## src/rtl/tmr_pkg.sv

```systemverilog
package tmr_pkg;

  // Bit positions inside the control register
  localparam int EnBit     = 7;
  localparam int ModeBit   = 6;
  localparam int PsLsb     = 2;

  // Register index = byte offset / 4
  localparam int IdxLoad   = 0;
  localparam int IdxValue  = 1;
  localparam int IdxCtrl   = 2;
  localparam int IdxClear  = 3;

  typedef enum logic [1:0] {
    PS_DIV1    = 2'd0,
    PS_DIV16   = 2'd1,
    PS_DIV256  = 2'd2,
    PS_DIV256B = 2'd3
  } psSel_e;

  typedef struct packed {
    logic loadWr;
    logic ctrlWr;
    logic clrWr;
  } busStrobe_t;

  typedef struct packed {
    logic   enable;
    logic   periodic;
    psSel_e prescale;
  } tmrCfg_t;

endpackage

```

## src/rtl/tmr_prescaler.sv

```systemverilog
module tmr_prescaler
  import tmr_pkg::*;
#(
  parameter int STEP_LOG = 4
) (
  input  logic   clk,
  input  logic   rst,
  input  logic   run,
  input  logic   restart,
  input  psSel_e psSel,
  output logic   stepOut
);

  localparam int TICK_W = 2 * STEP_LOG;

  logic [TICK_W-1:0] tick;
  logic [TICK_W-1:0] periodM1;
  logic              periodEnd;

  always_comb begin
    unique case (psSel)
      PS_DIV1:  periodM1 = '0;
      PS_DIV16: periodM1 = TICK_W'((1 << STEP_LOG) - 1);
      default:  periodM1 = '1;
    endcase
  end

  // a shorter period chosen mid-count must not strand the phase above its end
  assign periodEnd = (tick >= periodM1);
  assign stepOut   = run && !restart && periodEnd;

  always_ff @(posedge clk) begin
    if (rst) begin
      tick <= '0;
    end else if (restart) begin
      tick <= '0;
    end else if (run) begin
      if (periodEnd) tick <= '0;
      else           tick <= tick + 1'b1;
    end
  end


  tick_restart_chk: assert property (@(posedge clk) disable iff (rst)
    restart |=> (tick == '0));


  tick_hold_chk: assert property (@(posedge clk) disable iff (rst)
    (!$past(run) && !$past(restart)) |-> $stable(tick));

endmodule

```

## src/rtl/tmr_ctrl.sv

```systemverilog
module tmr_ctrl
  import tmr_pkg::*;
#(
  parameter int ADDR_W = 5,
  parameter int CNT_W  = 16
) (
  input  logic              clk,
  input  logic              rst,
  input  logic [ADDR_W-1:0] busAddr,
  input  logic              busWe,
  input  logic [CNT_W-1:0]  busWdata,
  input  logic [CNT_W-1:0]  loadVal,
  input  logic [CNT_W-1:0]  count,
  output busStrobe_t        strobe,
  output tmrCfg_t           cfg,
  output logic [CNT_W-1:0]  loadData,
  output logic [CNT_W-1:0]  busRdata
);

  localparam int IDX_W = ADDR_W - 2;

  logic [IDX_W-1:0] regIdx;
  logic             aligned;
  logic             ctrlWrLocal;

  assign regIdx   = busAddr[ADDR_W-1:2];
  assign aligned  = (busAddr[1:0] == 2'b00);
  assign loadData = busWdata;

  always_comb begin
    strobe = '0;
    if (busWe && aligned) begin
      unique case (regIdx)
        IDX_W'(IdxLoad):  strobe.loadWr = 1'b1;
        IDX_W'(IdxCtrl):  strobe.ctrlWr = 1'b1;
        IDX_W'(IdxClear): strobe.clrWr  = 1'b1;
        default:          strobe = '0;
      endcase
    end
  end

  assign ctrlWrLocal = strobe.ctrlWr;

  always_ff @(posedge clk) begin
    if (rst) begin
      cfg <= '{enable: 1'b0, periodic: 1'b0, prescale: PS_DIV1};
    end else if (strobe.ctrlWr) begin
      cfg.enable   <= busWdata[EnBit];
      cfg.periodic <= busWdata[ModeBit];
      cfg.prescale <= psSel_e'(busWdata[PsLsb+1:PsLsb]);
    end
  end

  always_comb begin
    busRdata = '0;
    if (aligned) begin
      unique case (regIdx)
        IDX_W'(IdxLoad):  busRdata = loadVal;
        IDX_W'(IdxValue): busRdata = count;
        IDX_W'(IdxCtrl): begin
          busRdata[EnBit]             = cfg.enable;
          busRdata[ModeBit]           = cfg.periodic;
          busRdata[PsLsb+1:PsLsb]     = cfg.prescale;
        end
        default:          busRdata = '0;
      endcase
    end
  end


  cfg_hold_chk: assert property (@(posedge clk) disable iff (rst)
    !$past(ctrlWrLocal) |-> $stable(cfg));

endmodule

```

## src/rtl/tmr_datapath.sv

```systemverilog
module tmr_datapath
  import tmr_pkg::*;
#(
  parameter int CNT_W    = 16,
  parameter int STEP_LOG = 4
) (
  input  logic             clk,
  input  logic             rst,
  input  busStrobe_t       strobe,
  input  tmrCfg_t          cfg,
  input  logic [CNT_W-1:0] loadData,
  output logic [CNT_W-1:0] loadVal,
  output logic [CNT_W-1:0] count,
  output logic             irq
);

  logic step;
  logic underflow;
  logic enable;
  logic periodic;
  logic loadWr;
  logic clrWr;

  assign enable   = cfg.enable;
  assign periodic = cfg.periodic;
  assign loadWr   = strobe.loadWr;
  assign clrWr    = strobe.clrWr;

  tmr_prescaler #(.STEP_LOG(STEP_LOG)) uPrescaler (
    .clk     (clk),
    .rst     (rst),
    .run     (enable),
    .restart (loadWr),
    .psSel   (cfg.prescale),
    .stepOut (step)
  );

  assign underflow = step && (count == '0);

  always_ff @(posedge clk) begin
    if (rst) begin
      loadVal <= '0;
      count   <= '0;
    end else if (loadWr) begin
      loadVal <= loadData;
      count   <= loadData;
    end else if (step) begin
      if (count == '0) count <= periodic ? loadVal : '1;
      else             count <= count - 1'b1;
    end
  end

  always_ff @(posedge clk) begin
    if (rst)            irq <= 1'b0;
    else if (underflow) irq <= 1'b1;
    else if (clrWr)     irq <= 1'b0;
  end


  cnt_hold_chk: assert property (@(posedge clk) disable iff (rst)
    (!$past(enable) && !$past(loadWr)) |-> $stable(count));


  reload_chk: assert property (@(posedge clk) disable iff (rst)
    ($past(underflow) && $past(periodic)) |-> (count == $past(loadVal)));


  wrap_chk: assert property (@(posedge clk) disable iff (rst)
    ($past(underflow) && !$past(periodic)) |-> (count == '1));


  irq_rise_chk: assert property (@(posedge clk) disable iff (rst)
    $rose(irq) |-> $past(underflow));


  irq_clear_chk: assert property (@(posedge clk) disable iff (rst)
    ($past(clrWr) && !$past(underflow)) |-> !irq);

endmodule

```

## src/rtl/down_timer.sv

```systemverilog
module down_timer
  import tmr_pkg::*;
#(
  parameter int ADDR_W   = 5,
  parameter int CNT_W    = 16,
  parameter int STEP_LOG = 4
) (
  input  logic              clk,
  input  logic              rst,
  input  logic [ADDR_W-1:0] busAddr,
  input  logic              busWe,
  input  logic [CNT_W-1:0]  busWdata,
  output logic [CNT_W-1:0]  busRdata,
  output logic              irq
);

  busStrobe_t       strobe;
  tmrCfg_t          cfg;
  logic [CNT_W-1:0] loadData;
  logic [CNT_W-1:0] loadVal;
  logic [CNT_W-1:0] count;

  tmr_ctrl #(.ADDR_W(ADDR_W), .CNT_W(CNT_W)) uCtrl (
    .clk      (clk),
    .rst      (rst),
    .busAddr  (busAddr),
    .busWe    (busWe),
    .busWdata (busWdata),
    .loadVal  (loadVal),
    .count    (count),
    .strobe   (strobe),
    .cfg      (cfg),
    .loadData (loadData),
    .busRdata (busRdata)
  );

  tmr_datapath #(.CNT_W(CNT_W), .STEP_LOG(STEP_LOG)) uDatapath (
    .clk      (clk),
    .rst      (rst),
    .strobe   (strobe),
    .cfg      (cfg),
    .loadData (loadData),
    .loadVal  (loadVal),
    .count    (count),
    .irq      (irq)
  );

endmodule

```

## config.mk

```make
export PLATFORM = sky130hd
export DESIGN_NAME = down_timer
export DESIGN_NICKNAME = d
export VERILOG_FILES = /design/src/rtl/tmr_pkg.sv /design/src/rtl/tmr_prescaler.sv /design/src/rtl/tmr_ctrl.sv /design/src/rtl/tmr_datapath.sv /design/src/rtl/down_timer.sv
export SDC_FILE = /design/constraint.sdc
export NUM_CORES = 1
export LEC_CHECK = 0
export BUFFER_PORTS_ARGS = -buffer_cell sky130_fd_sc_hd__buf_2
export CORE_UTILIZATION = 57
export CTS_CLUSTER_SIZE = 28
export DETAILED_ROUTE_END_ITERATION = 10
export PLACE_DENSITY = 0.87
export SLEW_MARGIN = 0
export SYNTH_ARGS = -nofsm -noshare
export SYNTH_HDL_FRONTEND = slang
export SYNTH_SLANG_ARGS = --single-unit
```

## constraint.sdc

```tcl
create_clock -name clk -period 2.6 [get_ports clk]
set_clock_uncertainty 0.1 [all_clocks]
set_input_delay 0.26 -clock clk [delete_from_list [all_inputs] [get_ports clk]]
set_output_delay 0.26 -clock clk [all_outputs]
set_load 0.1 [all_outputs]
```

Word-level counts from Yosys, hierarchy flattened:

Index checks and enable logic that the tools add are counted.

* bits in registers: 45
* word-level logic and storage cells: 44
* output and inout port bits: 17

* $add $sub $neg: 2
* reduce and logical (&&, ||, !) cells: 12
* eq/ne operators: 4
* multiplexer cells: 18
* order comparisons: 1

Operator list (count)
* 16-bit two-way mux: 5
* 8-bit case mux with 2 select lines: 2
* 16-bit logical NOT: 1
* 16-bit by 1-bit subtractor with 16-bit output (second input constant): 1
* 2-bit case mux with 3 select lines: 2
* 8-bit by 1-bit adder with 8-bit output (second input constant): 1
* 8-bit >= comparator: 1
* 8-bit two-way mux: 1
* 2-bit case mux with 2 select lines: 2
* 3-bit by 2-bit equality test with 1-bit output (second input constant): 2
* 1-bit two-way mux: 5
* 1-bit logical AND: 4
* 2-bit logical NOT: 2
* 2-bit nonzero test: 2
* 3-bit by 1-bit equality test with 1-bit output (second input constant): 1
* 3-bit logical NOT: 1
* 3-bit two-way mux: 1
* 2-bit by 1-bit equality test with 1-bit output (second input constant): 1
* 2-bit OR reduction: 1
* 1-bit logical NOT: 1

Longest topological paths before layout:

* depth in word-level cells: 8
* mapped depth: 9

Modules after synthesis:

A second synthesis with hierarchy kept.

* cells, all modules: 380
* area, all modules: 3194.3 um^2

Modules (own cells, without submodules)
* tmr_datapath: sequential area each 660.6 um^2, cells an instance 224, instances 1, area each 1913.1 um^2
* tmr_ctrl: sequential area each 80.1 um^2, cells an instance 87, instances 1, area each 645.6 um^2
* tmr_prescaler: sequential area each 160.2 um^2, cells an instance 69, instances 1, area each 635.6 um^2

Worst setup path after synthesis:

OpenSTA, ideal clock, no wires.

* path kind: input to output
* start point: in busAddr[4]
* end point: out busRdata[10]
* required time: 2.240 ns
* setup slack: -0.342 ns
* stages: 6
* data arrival time: 2.582 ns
* cell sequence: or3_1 buf_2 or2_1 clkbuf_1 clkbuf_1 nor2_1

* cells in the longest elaborated chain, start to end: 3

Ends and longest elaborated chain
* start, declared: line down_timer.sv:10 `input logic [ADDR_W-1:0] busAddr,`
* 3-bit by 1-bit equality test with 1-bit output or 3-bit logical NOT (tied branches): line tmr_ctrl.sv:57 `unique case (regIdx)`
* 8-bit case mux with 2 select lines *: line tmr_ctrl.sv:57
* 16-bit two-way mux *: line tmr_ctrl.sv:56 `if (aligned) begin`
* end, declared: line down_timer.sv:13 `output logic [CNT_W-1:0] busRdata,`

Mark *: on every way between the ends. The rest lies on a longest branch, timed or not.

Worst setup path in the final report:

* start point: reg uDatapath.count[10]
* end point: reg uDatapath.count[12]

* cells in the longest elaborated chain, start to end: 4

Ends and longest elaborated chain
* start, declared: line tmr_datapath.sv:13 `output logic [CNT_W-1:0] count,`
* start signal, assigned: line tmr_datapath.sv:46 `count <= loadData;`
* start signal, assigned: line tmr_datapath.sv:48 `if (count == '0) count <= periodic ? loadVal : '1;`
* start signal, assigned: line tmr_datapath.sv:49 `else count <= count - 1'b1;`
* 16-bit by 1-bit subtractor with 16-bit output or 16-bit logical NOT (tied branches): line tmr_datapath.sv:49, tmr_datapath.sv:48
* 16-bit two-way mux *: line tmr_datapath.sv:48
* 16-bit two-way mux *: line tmr_datapath.sv:47 `end else if (step) begin`
* 16-bit two-way mux *: line tmr_datapath.sv:44 `end else if (loadWr) begin`

Mark *: on every way between the ends. The rest lies on a longest branch, timed or not. The select of a mux whose other input is x is not followed.
A chain may end at the register's enable or synchronous reset.

==> flow_metrics.env <==
export IMPL_netlist_instances=344
export IMPL_synth_top_area_share_pct=33.76
export IMPL_power_frac_comb_pct=13.0
export IMPL_worst_slew_pin_slew_ns=0.6121
export IMPL_place_inst=422
export IMPL_drt_iter0_drc=302
export IMPL_grt_max_degree=21
export IMPL_max_vdd_ir_drop_uv=375.4
export IMPL_io_buffers=40
export IMPL_grt_pass1_wl_um=11120
export IMPL_finalCriticalPeriod_ns=2.453
export IMPL_core_area_sq_um=4414
export IMPL_ff2ff_setup_slack_ns=0.15
export IMPL_cp_start_kind="register"
export IMPL_nets=409
export IMPL_yosysSeqAreaShare_pct=33.76
export IMPL_wire_per_inst_um=15.42
export IMPL_synth_nets=376
export IMPL_seq_power_share_pct=48.5
export IMPL_intPower_mw=1.079
export IMPL_gr_usage_all_layers_pct=28.27
export IMPL_crit_path_end_kind="register"
export IMPL_root_buffer="clkbuf_8"
export IMPL_stdcell_count=430
export IMPL_timing_worst_setup_path_type="reg -> reg"
export IMPL_yosysWarningCount=0
export IMPL_hold_violations=0
export IMPL_clkPwrFrac_pct=38.6
export IMPL_power_density_nw_per_um2=481.5
export IMPL_syn_area_per_cell_sq_um=7.758
export IMPL_post_route_util_pct=68.59
export IMPL_cts_tree="done"
export IMPL_clkLatencyLatePin_ns=0.31
export IMPL_crit_chain="nor4_2, nand4_1, or2_1, or3_1, a32oi_1, a21oi_1"
export IMPL_cts_resized=0
export IMPL_fp_row_count=24
export IMPL_hpwl_um=4720
export IMPL_hold_slack_ns=0.09729
export IMPL_htreeDepth=2
export IMPL_final_max_slew_viol_count=0
export IMPL_ant_nets=0
export IMPL_io_pins=41
export IMPL_drive_gt1_share_pct=17.46
export IMPL_hold_buffers=0
export IMPL_rr_worst_depth=6
export IMPL_rsz0062_at_grt="false"
export IMPL_drt_total_wl_um=6632
export IMPL_gp_congestion=0.9142
export IMPL_cp_buffers_inverters=0
export IMPL_status="finished clean"
export IMPL_synth_edff_count=0
export IMPL_fin_area_sq_um=3028
export IMPL_setup_violations=0
export IMPL_clk_transition_reported_paths_ns=0.08
export IMPL_layout_common_cells="59 x nor2_1, 50 x nand2_1, 45 x dfxtp_1"
export IMPL_cp_top_family="simple AND/OR/NAND/NOR gates"
export IMPL_r2r_start="uDatapath.count[10]$_SDFFE_PP0P_"
export IMPL_synth_cell_types=46
export IMPL_synth_area_top_cells="dfxtp_1 34%, nor2_1 8.3%, mux2i_1 7.9%, nand2_1 7.0%, a21oi_1 6.0%"
export IMPL_cts_buffers=5
export IMPL_hp_start="busWdata[8]"
export IMPL_drcViolationCount=0
export IMPL_vias=2573
export IMPL_r2r_end="uDatapath.count[12]$_SDFFE_PP0P_"
export IMPL_synth_main_ff_cell="dfxtp_1"
export IMPL_dr_pass1_iters=4
export IMPL_maxCapViolCount=0
export IMPL_async_reset_ff_share_pct=0
export IMPL_final_common_cell="nor2_1"
export IMPL_cts_setup_buffers=0
export IMPL_p_sw_share_pct=26.01
export IMPL_slew_headroom_pct=59.19
export IMPL_fp_dieH_um=70.43
export IMPL_switching_power_uw=379.2
export IMPL_fin_total_pwr_mw=1.458
export IMPL_antenna_found_initial=0
export IMPL_cp_data_arrival_time_ns=2.54
export IMPL_clock_path_buffers=2
export IMPL_cp_required_ns=2.68
export IMPL_num_antenna_cells=0
export IMPL_leakage_nw=1.196
export IMPL_whs_endpoint="uDatapath.loadVal[8]$_SDFFE_PP0P_"
export IMPL_die_w_um=70.43
export IMPL_grt_pass1_vias=2406
export IMPL_start_util_pct=60.46
export IMPL_critical_path_max_stage_delay_ns=0.49
export IMPL_clock_sinks=45
export IMPL_hold_class="in -> reg"
export IMPL_die_area_sq_um=4960
export IMPL_post_dp_cell_area_sq_um=2908
export IMPL_fmax_mhz=407.6
export IMPL_netlist_area_sq_um=2669
export IMPL_period_share_pct=94.35
export IMPL_min_path_cells=3
export IMPL_via_per_inst=5.984
export IMPL_yosys_area_top_type="dfxtp_1"
export IMPL_crit_fanout=20
export IMPL_grt_remaining_overflow=0
export IMPL_slowest_stage="or2_1"
export IMPL_syn_to_final_growth_pct=13.46
export IMPL_ys_ff_latch=45
-- stage by stage --
step / worst slack [ns] / TNS, ns
floorplan: -0.3415 / -3.818
global placement: 0.2481 / 0
detailed placement: 0.1786 / 0
CTS: 0.1722 / 0
global route: 0.03539 / 0
finish: 0.1468 / 0
-- cells in the mapped netlist (3+ instances only) --
| cell type | n |
|---|---|
| nor2_1 | 59 |
| nand2_1 | 50 |
| dfxtp_1 | 45 |
| a21oi_1 | 32 |
| mux2i_1 | 21 |
| clkbuf_1 | 16 |
| or3_1 | 9 |
| a211oi_1 | 8 |
| ha_1 | 8 |
| xor2_1 | 8 |
| xnor2_1 | 7 |
| a311oi_1 | 6 |
| buf_2 | 6 |
| inv_1 | 6 |
| nor3_1 | 6 |
| nand3_1 | 5 |
| a31oi_1 | 4 |
| nand4_1 | 4 |
| o31ai_1 | 4 |
| o311ai_0 | 3 |
-- registers in the layout, summed over array words and instances, names as in the netlist --
register / flops
uCtrl.cfg: 4
uDatapath.uPrescaler.tick: 8
uDatapath.count: 16
uDatapath.irq: 1
uDatapath.loadVal: 16
-- how the worst max path moves through the flow --
stage | from | end | slack (ns) | cells after the start
4_1_cts | uDatapath.count[10]$_SDFFE_PP0P_ | uDatapath.count[12]$_SDFFE_PP0P_ | 0.17 | 6
5_1_grt | uDatapath.count[10]$_SDFFE_PP0P_ | uDatapath.count[12]$_SDFFE_PP0P_ | 0.04 | 6
3_5_place_dp | uDatapath.count[10]$_SDFFE_PP0P_ | uDatapath.count[12]$_SDFFE_PP0P_ | 0.18 | 6
2_1_floorplan | busAddr[4] | busRdata[10] | -0.34 | 6
6_report | uDatapath.count[10]$_SDFFE_PP0P_ | uDatapath.count[12]$_SDFFE_PP0P_ | 0.15 | 6
3_3_place_gp | uDatapath.count[10]$_SDFFE_PP0P_ | uDatapath.count[12]$_SDFFE_PP0P_ | 0.25 | 6
-- power by group through the flow --
| stage | Clock [mW] | Sequential, mW | Combinational (mW) |
|---|---|---|---|
| floorplan | 0 | 0.719 | 0.138 |
| global placement | 0 | 0.722 | 0.182 |
| detailed placement | 0 | 0.722 | 0.185 |
| CTS | 0.569 | 0.706 | 0.186 |
| global route | 0.596 | 0.708 | 0.208 |
| finish | 0.562 | 0.707 | 0.189 |
-- cell families after synthesis --
kind of cell / share of synthesized area, %
buffers and inverters: 4.641
AOI/OAI and AO/OA: 18.19
xor gates and xnor gates: 4.923
DFF: 33.76
and+or+nand+nor: 26.86
muxes: 7.876
adders and majority gates: 3.751
-- worst register-to-register path, stage by stage, from the launching register on --
cell and delay [ns]:
dfxtp_1 0.39, nor4_2 0.45, nand4_1 0.23, or2_1 0.49, or3_1 0.40, a32oi_1 0.19, a21oi_1 0.09
-- routing by layer --
| metal | wire (um) | share of wire [%] | GRT usage (%) | vias to the layer above |
|---|---|---|---|---|
| li1 | - | - | - | 1279 |
| met1 | 2911 | 44 | 35.07 | 1203 |
| met2 | 3231 | 49 | 47.94 | 77 |
| met3 | 346 | 5.2 | 6.061 | 14 |
| met4 | 143 | 2.2 | 10.00 | 0 |
| met5 | 0 | 0 | 0 | - |
-- final cells by class --
class	count	area, sq um
Clock buffer	6	82.58
Clock inverter	2	37.54
Fill cell	379	1386
Inverter	6	22.52
Multi-Input combinational cell	269	1644
Sequential cell	45	900.9
Tap cell	52	65.06
Timing Repair Buffer	50	275.3
Power figures use the tool's default switching activity.
